[src/rtl/hsk_pkg.sv]
package hsk_pkg;

  typedef enum logic [2:0] {
    ST_BOOT,
    ST_IDLE,
    ST_WAIT,
    ST_LEAD,
    ST_LOW,
    ST_HIGH,
    ST_HOLD
  } seq_st_e;

  function automatic int imax(input int a, input int b);
    return (a > b) ? a : b;
  endfunction

endpackage

[src/rtl/hsk_sync.sv]
module hsk_sync #(
  parameter int W      = 1,
  parameter int STAGES = 2
) (
  input  logic         clk,
  input  logic         rst,
  input  logic [W-1:0] d,
  output logic [W-1:0] q
);

  localparam int PW = W * STAGES;

  logic [PW-1:0] pipe;

  generate
    if (STAGES == 1) begin : g_one
      always_ff @(posedge clk) begin
        if (rst) pipe <= '0;
        else     pipe <= d;
      end
    end else begin : g_chain
      always_ff @(posedge clk) begin
        if (rst) pipe <= '0;
        else     pipe <= {pipe[PW-W-1:0], d};
      end
    end
  endgenerate

  assign q = pipe[PW-1 -: W];

endmodule

[src/rtl/hsk_seq.sv]
module hsk_seq
  import hsk_pkg::*;
#(
  parameter int BOOT_CYC  = 55_000_000,
  parameter int GUARD_CYC = 1_500,
  parameter int LEAD_CYC  = 1_500,
  parameter int HALF_CYC  = 2_000,
  parameter int HOLD_CYC  = 1_500,
  parameter int TOUT_CYC  = 10_000_000,
  parameter int NBITS     = 8
) (
  input  logic clk,
  input  logic rst,
  input  logic req_valid,
  input  logic rdy_s,
  output logic ready,
  output logic accept,
  output logic ss_n,
  output logic sck,
  output logic shift_stb,
  output logic sample_stb,
  output logic done_stb,
  output logic fail_stb
);

  localparam int MAXC = imax(imax(imax(BOOT_CYC, TOUT_CYC), imax(LEAD_CYC, HALF_CYC)), HOLD_CYC);
  localparam int CW   = $clog2(MAXC + 1);
  localparam int RW   = $clog2(GUARD_CYC + 1);
  localparam int BW   = $clog2(NBITS);

  localparam logic [CW-1:0] BOOT_END  = CW'(BOOT_CYC - 1);
  localparam logic [CW-1:0] TOUT_END  = CW'(TOUT_CYC - 1);
  localparam logic [CW-1:0] LEAD_END  = CW'(LEAD_CYC - 1);
  localparam logic [CW-1:0] HALF_END  = CW'(HALF_CYC - 1);
  localparam logic [CW-1:0] HOLD_END  = CW'(HOLD_CYC - 1);
  localparam logic [RW-1:0] GUARD_END = RW'(GUARD_CYC - 1);
  localparam logic [BW-1:0] LAST_BIT  = BW'(NBITS - 1);

  seq_st_e       st;
  logic [CW-1:0] cnt;
  logic [RW-1:0] run;
  logic [BW-1:0] bitn;

  assign ready  = (st == ST_IDLE);
  assign accept = ready && req_valid;

  always_ff @(posedge clk) begin
    if (rst) begin
      st         <= ST_BOOT;
      cnt        <= '0;
      run        <= '0;
      bitn       <= '0;
      ss_n       <= 1'b1;
      sck        <= 1'b1;
      shift_stb  <= 1'b0;
      sample_stb <= 1'b0;
      done_stb   <= 1'b0;
      fail_stb   <= 1'b0;
    end else begin
      shift_stb  <= 1'b0;
      sample_stb <= 1'b0;
      done_stb   <= 1'b0;
      fail_stb   <= 1'b0;
      case (st)
        ST_BOOT: begin
          if (cnt == BOOT_END) begin
            st  <= ST_IDLE;
            cnt <= '0;
          end else begin
            cnt <= cnt + 1'b1;
          end
        end
        ST_IDLE: begin
          if (req_valid) begin
            st  <= ST_WAIT;
            cnt <= '0;
            run <= '0;
          end
        end
        ST_WAIT: begin
          if (rdy_s && run == GUARD_END) begin
            st   <= ST_LEAD;
            ss_n <= 1'b0;
            cnt  <= '0;
          end else if (cnt == TOUT_END) begin
            st       <= ST_IDLE;
            fail_stb <= 1'b1;
          end else begin
            cnt <= cnt + 1'b1;
            run <= rdy_s ? run + 1'b1 : '0;
          end
        end
        ST_LEAD: begin
          if (cnt == LEAD_END) begin
            st   <= ST_LOW;
            sck  <= 1'b0;
            cnt  <= '0;
            bitn <= '0;
          end else begin
            cnt <= cnt + 1'b1;
          end
        end
        ST_LOW: begin
          if (cnt == HALF_END) begin
            st  <= ST_HIGH;
            sck <= 1'b1;
            cnt <= '0;
          end else begin
            cnt <= cnt + 1'b1;
          end
        end
        ST_HIGH: begin
          if (cnt == HALF_END) begin
            sample_stb <= 1'b1;
            cnt        <= '0;
            if (bitn == LAST_BIT) begin
              st <= ST_HOLD;
            end else begin
              st        <= ST_LOW;
              sck       <= 1'b0;
              shift_stb <= 1'b1;
              bitn      <= bitn + 1'b1;
            end
          end else begin
            cnt <= cnt + 1'b1;
          end
        end
        ST_HOLD: begin
          if (cnt == HOLD_END) begin
            st       <= ST_IDLE;
            ss_n     <= 1'b1;
            done_stb <= 1'b1;
          end else begin
            cnt <= cnt + 1'b1;
          end
        end
        default: st <= ST_IDLE;
      endcase
    end
  end

  // select may only fall when the synchronized ready level was high
  assert_gate_R5: assert property (@(posedge clk) disable iff (rst)
    $fell(ss_n) |-> $past(rdy_s));

  // no new request is taken while a frame is open
  assert_busy_R11: assert property (@(posedge clk) disable iff (rst)
    !ss_n |-> !ready);

endmodule

[src/rtl/hsk_shift.sv]
module hsk_shift #(
  parameter int NBITS = 8
) (
  input  logic             clk,
  input  logic             rst,
  input  logic             load,
  input  logic [NBITS-1:0] cmd,
  input  logic             shift_stb,
  input  logic             sample_stb,
  input  logic             miso_s,
  output logic             mosi,
  output logic [NBITS-1:0] rx,
  output logic [NBITS-1:0] cmd_q
);

  logic [NBITS-2:0] tx;

  always_ff @(posedge clk) begin
    if (rst) begin
      tx    <= '0;
      mosi  <= 1'b0;
      rx    <= '0;
      cmd_q <= '0;
    end else begin
      if (load) begin
        cmd_q <= cmd;
        mosi  <= cmd[NBITS-1];
        tx    <= cmd[NBITS-2:0];
      end else if (shift_stb) begin
        mosi <= tx[NBITS-2];
        tx   <= {tx[NBITS-3:0], 1'b0};
      end
      if (sample_stb) rx <= {rx[NBITS-2:0], miso_s};
    end
  end

endmodule

[src/rtl/hsk_spi_host.sv]
module hsk_spi_host #(
  parameter int BOOT_CYC  = 55_000_000,
  parameter int GUARD_CYC = 1_500,
  parameter int LEAD_CYC  = 1_500,
  parameter int HALF_CYC  = 2_000,
  parameter int HOLD_CYC  = 1_500,
  parameter int TOUT_CYC  = 10_000_000
) (
  input  logic       clk,
  input  logic       rst,
  input  logic       req_valid,
  output logic       req_ready,
  input  logic [7:0] req_cmd,
  output logic       rsp_valid,
  output logic       rsp_err,
  output logic [7:0] rsp_data,
  output logic [7:0] rsp_cmd,
  input  logic       slv_rdy,
  output logic       spi_ss_n,
  output logic       spi_sck,
  output logic       spi_mosi,
  input  logic       spi_miso
);

  localparam int NBITS = 8;

  logic             rdy_s, miso_s;
  logic             accept, shift_stb, sample_stb, done_stb, fail_stb;
  logic [NBITS-1:0] rx, cmd_q, prev_cmd;

  hsk_sync #(.W(2), .STAGES(2)) u_sync (
    .clk (clk),
    .rst (rst),
    .d   ({slv_rdy, spi_miso}),
    .q   ({rdy_s, miso_s})
  );

  hsk_seq #(
    .BOOT_CYC (BOOT_CYC),
    .GUARD_CYC(GUARD_CYC),
    .LEAD_CYC (LEAD_CYC),
    .HALF_CYC (HALF_CYC),
    .HOLD_CYC (HOLD_CYC),
    .TOUT_CYC (TOUT_CYC),
    .NBITS    (NBITS)
  ) u_seq (
    .clk       (clk),
    .rst       (rst),
    .req_valid (req_valid),
    .rdy_s     (rdy_s),
    .ready     (req_ready),
    .accept    (accept),
    .ss_n      (spi_ss_n),
    .sck       (spi_sck),
    .shift_stb (shift_stb),
    .sample_stb(sample_stb),
    .done_stb  (done_stb),
    .fail_stb  (fail_stb)
  );

  hsk_shift #(.NBITS(NBITS)) u_shift (
    .clk       (clk),
    .rst       (rst),
    .load      (accept),
    .cmd       (req_cmd),
    .shift_stb (shift_stb),
    .sample_stb(sample_stb),
    .miso_s    (miso_s),
    .mosi      (spi_mosi),
    .rx        (rx),
    .cmd_q     (cmd_q)
  );

  always_ff @(posedge clk) begin
    if (rst) begin
      rsp_valid <= 1'b0;
      rsp_err   <= 1'b0;
      rsp_data  <= '0;
      rsp_cmd   <= '0;
      prev_cmd  <= '0;
    end else begin
      rsp_valid <= 1'b0;
      if (done_stb) begin
        rsp_valid <= 1'b1;
        rsp_err   <= 1'b0;
        rsp_data  <= rx;
        rsp_cmd   <= prev_cmd;
        prev_cmd  <= cmd_q;
      end else if (fail_stb) begin
        rsp_valid <= 1'b1;
        rsp_err   <= 1'b1;
        rsp_data  <= '0;
        rsp_cmd   <= cmd_q;
      end
    end
  end

  // clock idles high whenever the frame is closed
  assert_idle_high_R1: assert property (@(posedge clk) disable iff (rst)
    spi_ss_n |-> spi_sck);

  // clock edges only inside a frame
  assert_sck_framed_R1: assert property (@(posedge clk) disable iff (rst)
    !$stable(spi_sck) |-> !spi_ss_n);

  // data steady across the high phase
  assert_mosi_steady_R3: assert property (@(posedge clk) disable iff (rst)
    (!spi_ss_n && spi_sck && $past(spi_sck)) |-> $stable(spi_mosi));

  // response strobe lasts one cycle
  assert_rsp_pulse_R11: assert property (@(posedge clk) disable iff (rst)
    rsp_valid |=> !rsp_valid);

endmodule

[config.mk]
export PLATFORM = sky130hd
export DESIGN_NAME = hsk_spi_host
export DESIGN_NICKNAME = d
export VERILOG_FILES = /design/src/rtl/hsk_pkg.sv /design/src/rtl/hsk_sync.sv /design/src/rtl/hsk_seq.sv /design/src/rtl/hsk_shift.sv /design/src/rtl/hsk_spi_host.sv
export SDC_FILE = /design/constraint.sdc
export NUM_CORES = 1
export LEC_CHECK = 0
export BUFFER_PORTS_ARGS = -buffer_cell sky130_fd_sc_hd__buf_2
export CELL_PAD_IN_SITES_DETAIL_PLACEMENT = 0
export CELL_PAD_IN_SITES_GLOBAL_PLACEMENT = 2
export CORE_MARGIN = 5
export CORE_UTILIZATION = 40
export DETAILED_ROUTE_END_ITERATION = 16
export PLACE_DENSITY = 0.89
export SLEW_MARGIN = 10
export SYNTH_ARGS = -nofsm -noshare
export SYNTH_HDL_FRONTEND = slang
export SYNTH_SLANG_ARGS = --single-unit
[constraint.sdc]
create_clock -name clk -period 4.59 [get_ports clk]
set_input_delay 0.459 -clock clk [delete_from_list [all_inputs] [get_ports clk]]
set_output_delay 0.459 -clock clk [all_outputs]
set_load 0.02 [all_outputs]
==> Word level (Yosys, flattened, before mapping) <==
Index checks and enable logic that the tools add are counted.
{ "totals": {"register_bits": 103, "in_bits": 13, "elab_cells": 123, "output_inout_bits": 22} }
{ "op_classes": {"n_reduce_logical": 22, "n_bitwise": 4, "muxes": 49, "eq_ne": 25, "addsub": 3} }
{ "ops": {"columns": ["cell", "n"], "rows": [
  ["26-bit two-way mux", 7],
  ["26-bit one-hot mux with 6 select lines", 1],
  ["26-bit by 11-bit == test with 1-bit output (second input constant)", 2],
  ["11-bit two-way mux", 4],
  ["3-bit two-way mux", 11],
  ["8-bit two-way mux", 4],
  ["26-bit by 1-bit adder with 26-bit output (second input constant)", 1],
  ["26-bit by 24-bit == test with 1-bit output (second input constant)", 1],
  ["26-bit == test (second input constant)", 1],
  ["11-bit one-hot mux with 2 select lines", 1],
  ["3-bit one-hot mux with 7 select lines", 1],
  ["1-bit two-way mux", 14],
  ["7-bit two-way mux", 2],
  ["3-bit == test (second input constant)", 4],
  ["2-bit by 1-bit inequality test with 1-bit output (second input constant)", 6],
  ["4-bit AND reduction", 3],
  ["11-bit by 1-bit adder with 11-bit output (second input constant)", 1],
  ["11-bit == test (second input constant)", 1],
  ["2-bit inequality test (second input constant)", 5],
  ["2-bit nonzero test", 5],
  ["2-bit OR reduction", 4],
  ["7-bit AND reduction", 1],
  ["3-bit by 2-bit == test with 1-bit output (second input constant)", 2],
  ["3-bit one-hot mux with 2 select lines", 1],
  ["other kinds (15)", 20]
]} }

==> Logic depth before layout (Yosys ltp) <==
{ "depth": {"word_depth": 5, "mapped_depth": 10, "mapped_depth_nobuf": 8} }

==> Hierarchy <==
From an unflattened synthesis, not the netlist that was laid out.
{ "hier_totals": {"cells_unflattened": 530, "hier_area_um2": 4931.0} }
{ "by_module_without_submodules": {"columns": ["mod", "cells_per_inst", "seq_area_each_um2", "area_each_um2", "n_inst"], "rows": [
  ["hsk_seq", 330, 980.9, 2831.5, 1],
  ["hsk_spi_host", 104, 520.5, 1054.8, 1],
  ["hsk_shift", 86, 480.5, 924.6, 1],
  ["hsk_sync", 10, 80.1, 120.1, 1]
]} }

==> Worst setup path before layout <==
Ideal clock, no wire load.
{ "synth_path": {"kind": "register -> register", "start": "register u_seq.run[0]", "end": "register u_seq.cnt[21]", "arrival_time_ps": 2287, "n_path_buf": 2, "setup_time_ps": 115, "path_stages_with_launch": 11, "path_slack_ps": 2187, "period_less_slack_ps": 2403, "required_ps": 4475, "cell_sequence": "dfxtp_1 > ha_1 > buf_2 > or4bb_1 > nor4_1 > a21oi_1 > o311ai_2 > a21oi_2 > o21ai_4 > buf_12 > nor2_2"} }
{ "synth_via": {"elab_chain_len": 4, "word_cells_on_any_way": 6, "classes_between": "eq/ne (2); mux (2); reduce/logical (2)"} }
{ "synth_lines": {"columns": ["element", "line", "text"], "rows": [
  ["start: declaration", "hsk_seq.sv:41", "logic [RW-1:0] run;"],
  ["start signal: assignment", "hsk_seq.sv:90", "run <= rdy_s ? run + 1'b1 : '0;"],
  ["11-bit == test (*)", "hsk_seq.sv:81", "if (rdy_s && run == GUARD_END) begin"],
  ["1-bit logical AND (*)", "hsk_seq.sv:81", null],
  ["26-bit two-way mux or 3-bit by 2-bit inequality test with 1-bit output (tied branches)", null, null],
  ["26-bit one-hot mux with 6 select lines or 4-bit AND reduction (tied branches)", null, null],
  ["end signal: assignment", "hsk_seq.sv:70", "cnt <= cnt + 1'b1;"],
  ["end signal: assignment", "hsk_seq.sv:89", "cnt <= cnt + 1'b1;"],
  ["end signal: assignment", "hsk_seq.sv:100", "cnt <= cnt + 1'b1;"],
  ["end: declaration", "hsk_seq.sv:40", "logic [CW-1:0] cnt;"]
]} }
Every way passes the cells marked *; elsewhere a longest branch is shown, timed or not.
A chain may end at the register's enable or synchronous reset.

==> Final worst setup path <==
{ "layout_path": {"start": "register u_seq.run[0]", "end": "register u_seq.cnt[19]"} }
Same word-level chain as after synthesis.

==> qor.txt <==
Startpoint Class - flop
Hold Slack - 328 ps
Slowest CP cell - a21oi_1
Flops & latches, synth - 103
WS Path Type - flop to flop
Slew @ Worst Pin - 1200 ps
Max-cap violation count - 0
Register area - 2060 µm²
Crit path top cell by count - nor3_1
RSZ-0062 raised after global routing - false
CP Data Arrival Time - 3770 ps
GRT Residual Overflow - 0
R2R Setup Slk - 1020 ps
Nets - 597
Layout cell share with drive strength beyond 1 - 16.4%
Mean Syn Cell Area - 8.62 µm²
Worst-skew pair later-pin latency - 340 ps
Die area - 14,400 µm²
Hold Path Class - input port to flop
Final Skew - 7.75 ps
Footprint of the multi-input gates - 2590 µm²
Post-route ant nets - 0
Switch share - 27.0%
Final slew viol count - 0
TritonRoute pass-1 iters - 4
Clock Tree Root - clkbuf_16
Maximum clock path buffer count - 2
Switch Pwr - 0.000557 W
Core ar. - 12,000 µm²
CTS Buf Count - 9
Initial antenna violation count - 0
Vias - 3,943
Total Routing Usage GR - 15.8%
Slew Limit Headroom - 20.2%
CP max stage delay - 940 ps
Core Util, Final - 45.1%
Max IR drop VDD - 202 µV
H-tree levels - 3
Post-Syn Nets - 581
Register area share after synthesis - 42.5%
Synth async-reset ratio - 0%
Vias per cell - 5.39
Hold-fix buffers at CTS - 0
Top-level port count - 35
Clk pwr share - 40.7%
Avg WL per Cell - 15.2 µm
Clk sinks - 103
Area growth from synthesis to layout - 11.1%
Initial drt markers - 297
Final setup viols - 0
Tmin final - 3570 ps
CTS tree - built
Final Cycle Share - 77.9%
PD cells - 382 nW/µm²
Fin. Hold Viols - 0
Endpoint class of the critical path - flop
Crit-path cells - ha_1, nand3b_1, nor3_1, nor3_1, a21oi_1, nand2_2, o21ai_4, nor2_1
Req. time, crit path - 4790 ps
Post_cts resized - 0
Largest net degree at the start of global routing - 66
Logic pwr share - 11.8%
Die Height - 120 µm
DP HPWL - 7810 µm
Routed WL - 11,100 µm
Yosys cell types - 56
First-pass GRT wire length - 18,800 µm
DIE WIDTH - 120 µm
Tot Pwr - 0.00206 W
Area of the mapped netlist - 4850 µm²
I/O Buffers - 34
Vias in the first global route - 3,740
Cells after Synth - 563
FILL cells - 1,217
Post-synth EDFFs - 0
CP top delay family - compound AO/OA/AOI/OAI gates
Setup TNS Final - 0 ps
Initial Util - 40.6%
Int Pwr - 0.00150 W
Final routed DRC violation total - 0
Leakage - 1.89 nW
Site Rows - 40
Ant. Diodes - 0
Top_reg_cell synth - dfxtp_1
Post-CTS Setup Bufs - 0
Achievable Freq - 0.280 GHz
Worst-path clk slew - 70 ps
Max FO, Critical Path - 24
Routability congestion estimate - 0.821
Buffers & Inverters on Critical Path - 0
Status - finished clean
Seq pwr share - 47.5%
Synth warn - 0
[cells in the final DEF (no fill, tap or decap), types with 4 or more instances in the layout]
cell / instances
dfxtp_1: 103
nor2_1: 72
nand2_1: 54
a21oi_1: 40
buf_2: 34
nand3_1: 32
mux2i_1: 26
xor2_1: 21
nor2_2: 20
nor3_1: 19
nand4_1: 19
and3_1: 13
xnor2_1: 9
clkbuf_16: 9
inv_1: 8
a22oi_1: 8
mux2_2: 7
nor4_1: 6
o21ai_0: 6
nor2b_1: 5
ha_1: 5
nand3b_1: 4
a31oi_1: 4
or3_1: 4
[cell families after synthesis]
logic type | count (synthesis) | share of synthesized area, %
flops | 103 | 42.5
simple gates | 276 | 29.9
mux | 33 | 6.99
xor+xnor | 30 | 5.41
compound gates | 75 | 9.72
buf+inv | 41 | 4.18
fa+ha+maj | 5 | 1.29
[area by class of cell]
type	instances	share of cell area (%)
inverters	9	0.627
clock buffers	11	4.50
well taps	147	3.41
clock inverters	5	1.60
flip-flops and latches	103	38.3
multi-input cells	419	48.0
repair buffers	37	3.57
[synthesized netlist by cell type (8+ instances only)]
library cell | n | area share, %
xnor2_1 | 9 | 1.6
xor2_1 | 21 | 3.8
inv_1 | 8 | 0.62
a21oi_1 | 40 | 4.1
and3_1 | 13 | 1.7
nand4_1 | 19 | 2.4
nor3_1 | 19 | 2.0
nand3_1 | 32 | 3.3
nor2_2 | 20 | 2.6
nor2_1 | 72 | 5.6
a22oi_1 | 8 | 1.2
mux2i_1 | 26 | 5.4
nand2_1 | 54 | 4.2
dfxtp_1 | 103 | 42
clkbuf_1 | 19 | 1.5
[power by group through the flow]
stage | clock [W] | sequential, W | combinational (W)
floorplan | 0 | 0.000973 | 0.000215
global placement | 0 | 0.000996 | 0.000242
detailed placement | 0 | 0.00100 | 0.000244
CTS | 0.000857 | 0.000979 | 0.000246
global route | 0.000899 | 0.000985 | 0.000273
finish | 0.000838 | 0.000979 | 0.000243
[worst register-to-register path, cell delays in order, from the launching register on]
cell and delay, ps:
dfxtp_1 370, ha_1 310, nand3b_1 110, nor3_1 330, nor3_1 190, a21oi_1 940, nand2_2 260, o21ai_4 790
nor2_1 120
[metrics by stage]
stage	setup slack [ps]	area [µm²]	cells
floorplan	2190	4850	563
global placement	1170	5060	715
detailed placement	1060	5060	715
CTS	1040	5390	731
global route	729	5390	731
finish	1020	5390	731
[per-layer routing]
layer | track usage [%] | vias to the layer above | part of all wire, %
met1 | 22.4 | 1869 | 50
met4 | 5.08 | 0 | 1.4
met5 | 0 | - | 0
met3 | 2.97 | 13 | 3.2
li1 | - | 2008 | -
met2 | 24.3 | 53 | 46
[state kept, by name (all words and copies together) (netlist names), 3 cells and up]
| register | flops |
|---|---|
| prev_cmd | 8 |
| rsp_cmd | 8 |
| rsp_data | 8 |
| u_seq.bitn | 3 |
| u_seq.cnt | 26 |
| u_seq.run | 11 |
| u_seq.st | 3 |
| u_shift.cmd_q | 8 |
| u_shift.rx | 8 |
| u_shift.tx | 7 |
| u_sync.pipe | 4 |
[worst paths after layout]
path / start / to / depth (start not counted)
worst max-delay path: u_seq.run[0]$_SDFFE_PP0P_ / u_seq.cnt[19]$_SDFFE_PP0P_ / 8
worst max register to register: u_seq.run[0]$_SDFFE_PP0P_ / u_seq.cnt[19]$_SDFFE_PP0P_ / 8
worst min register to register: u_sync.pipe[1]$_SDFF_PP0_ / u_sync.pipe[3]$_SDFF_PP0_ / 1
worst min-delay path: spi_miso / u_sync.pipe[0]$_SDFF_PP0_ / 2
(Power assumes the default switching activity.)
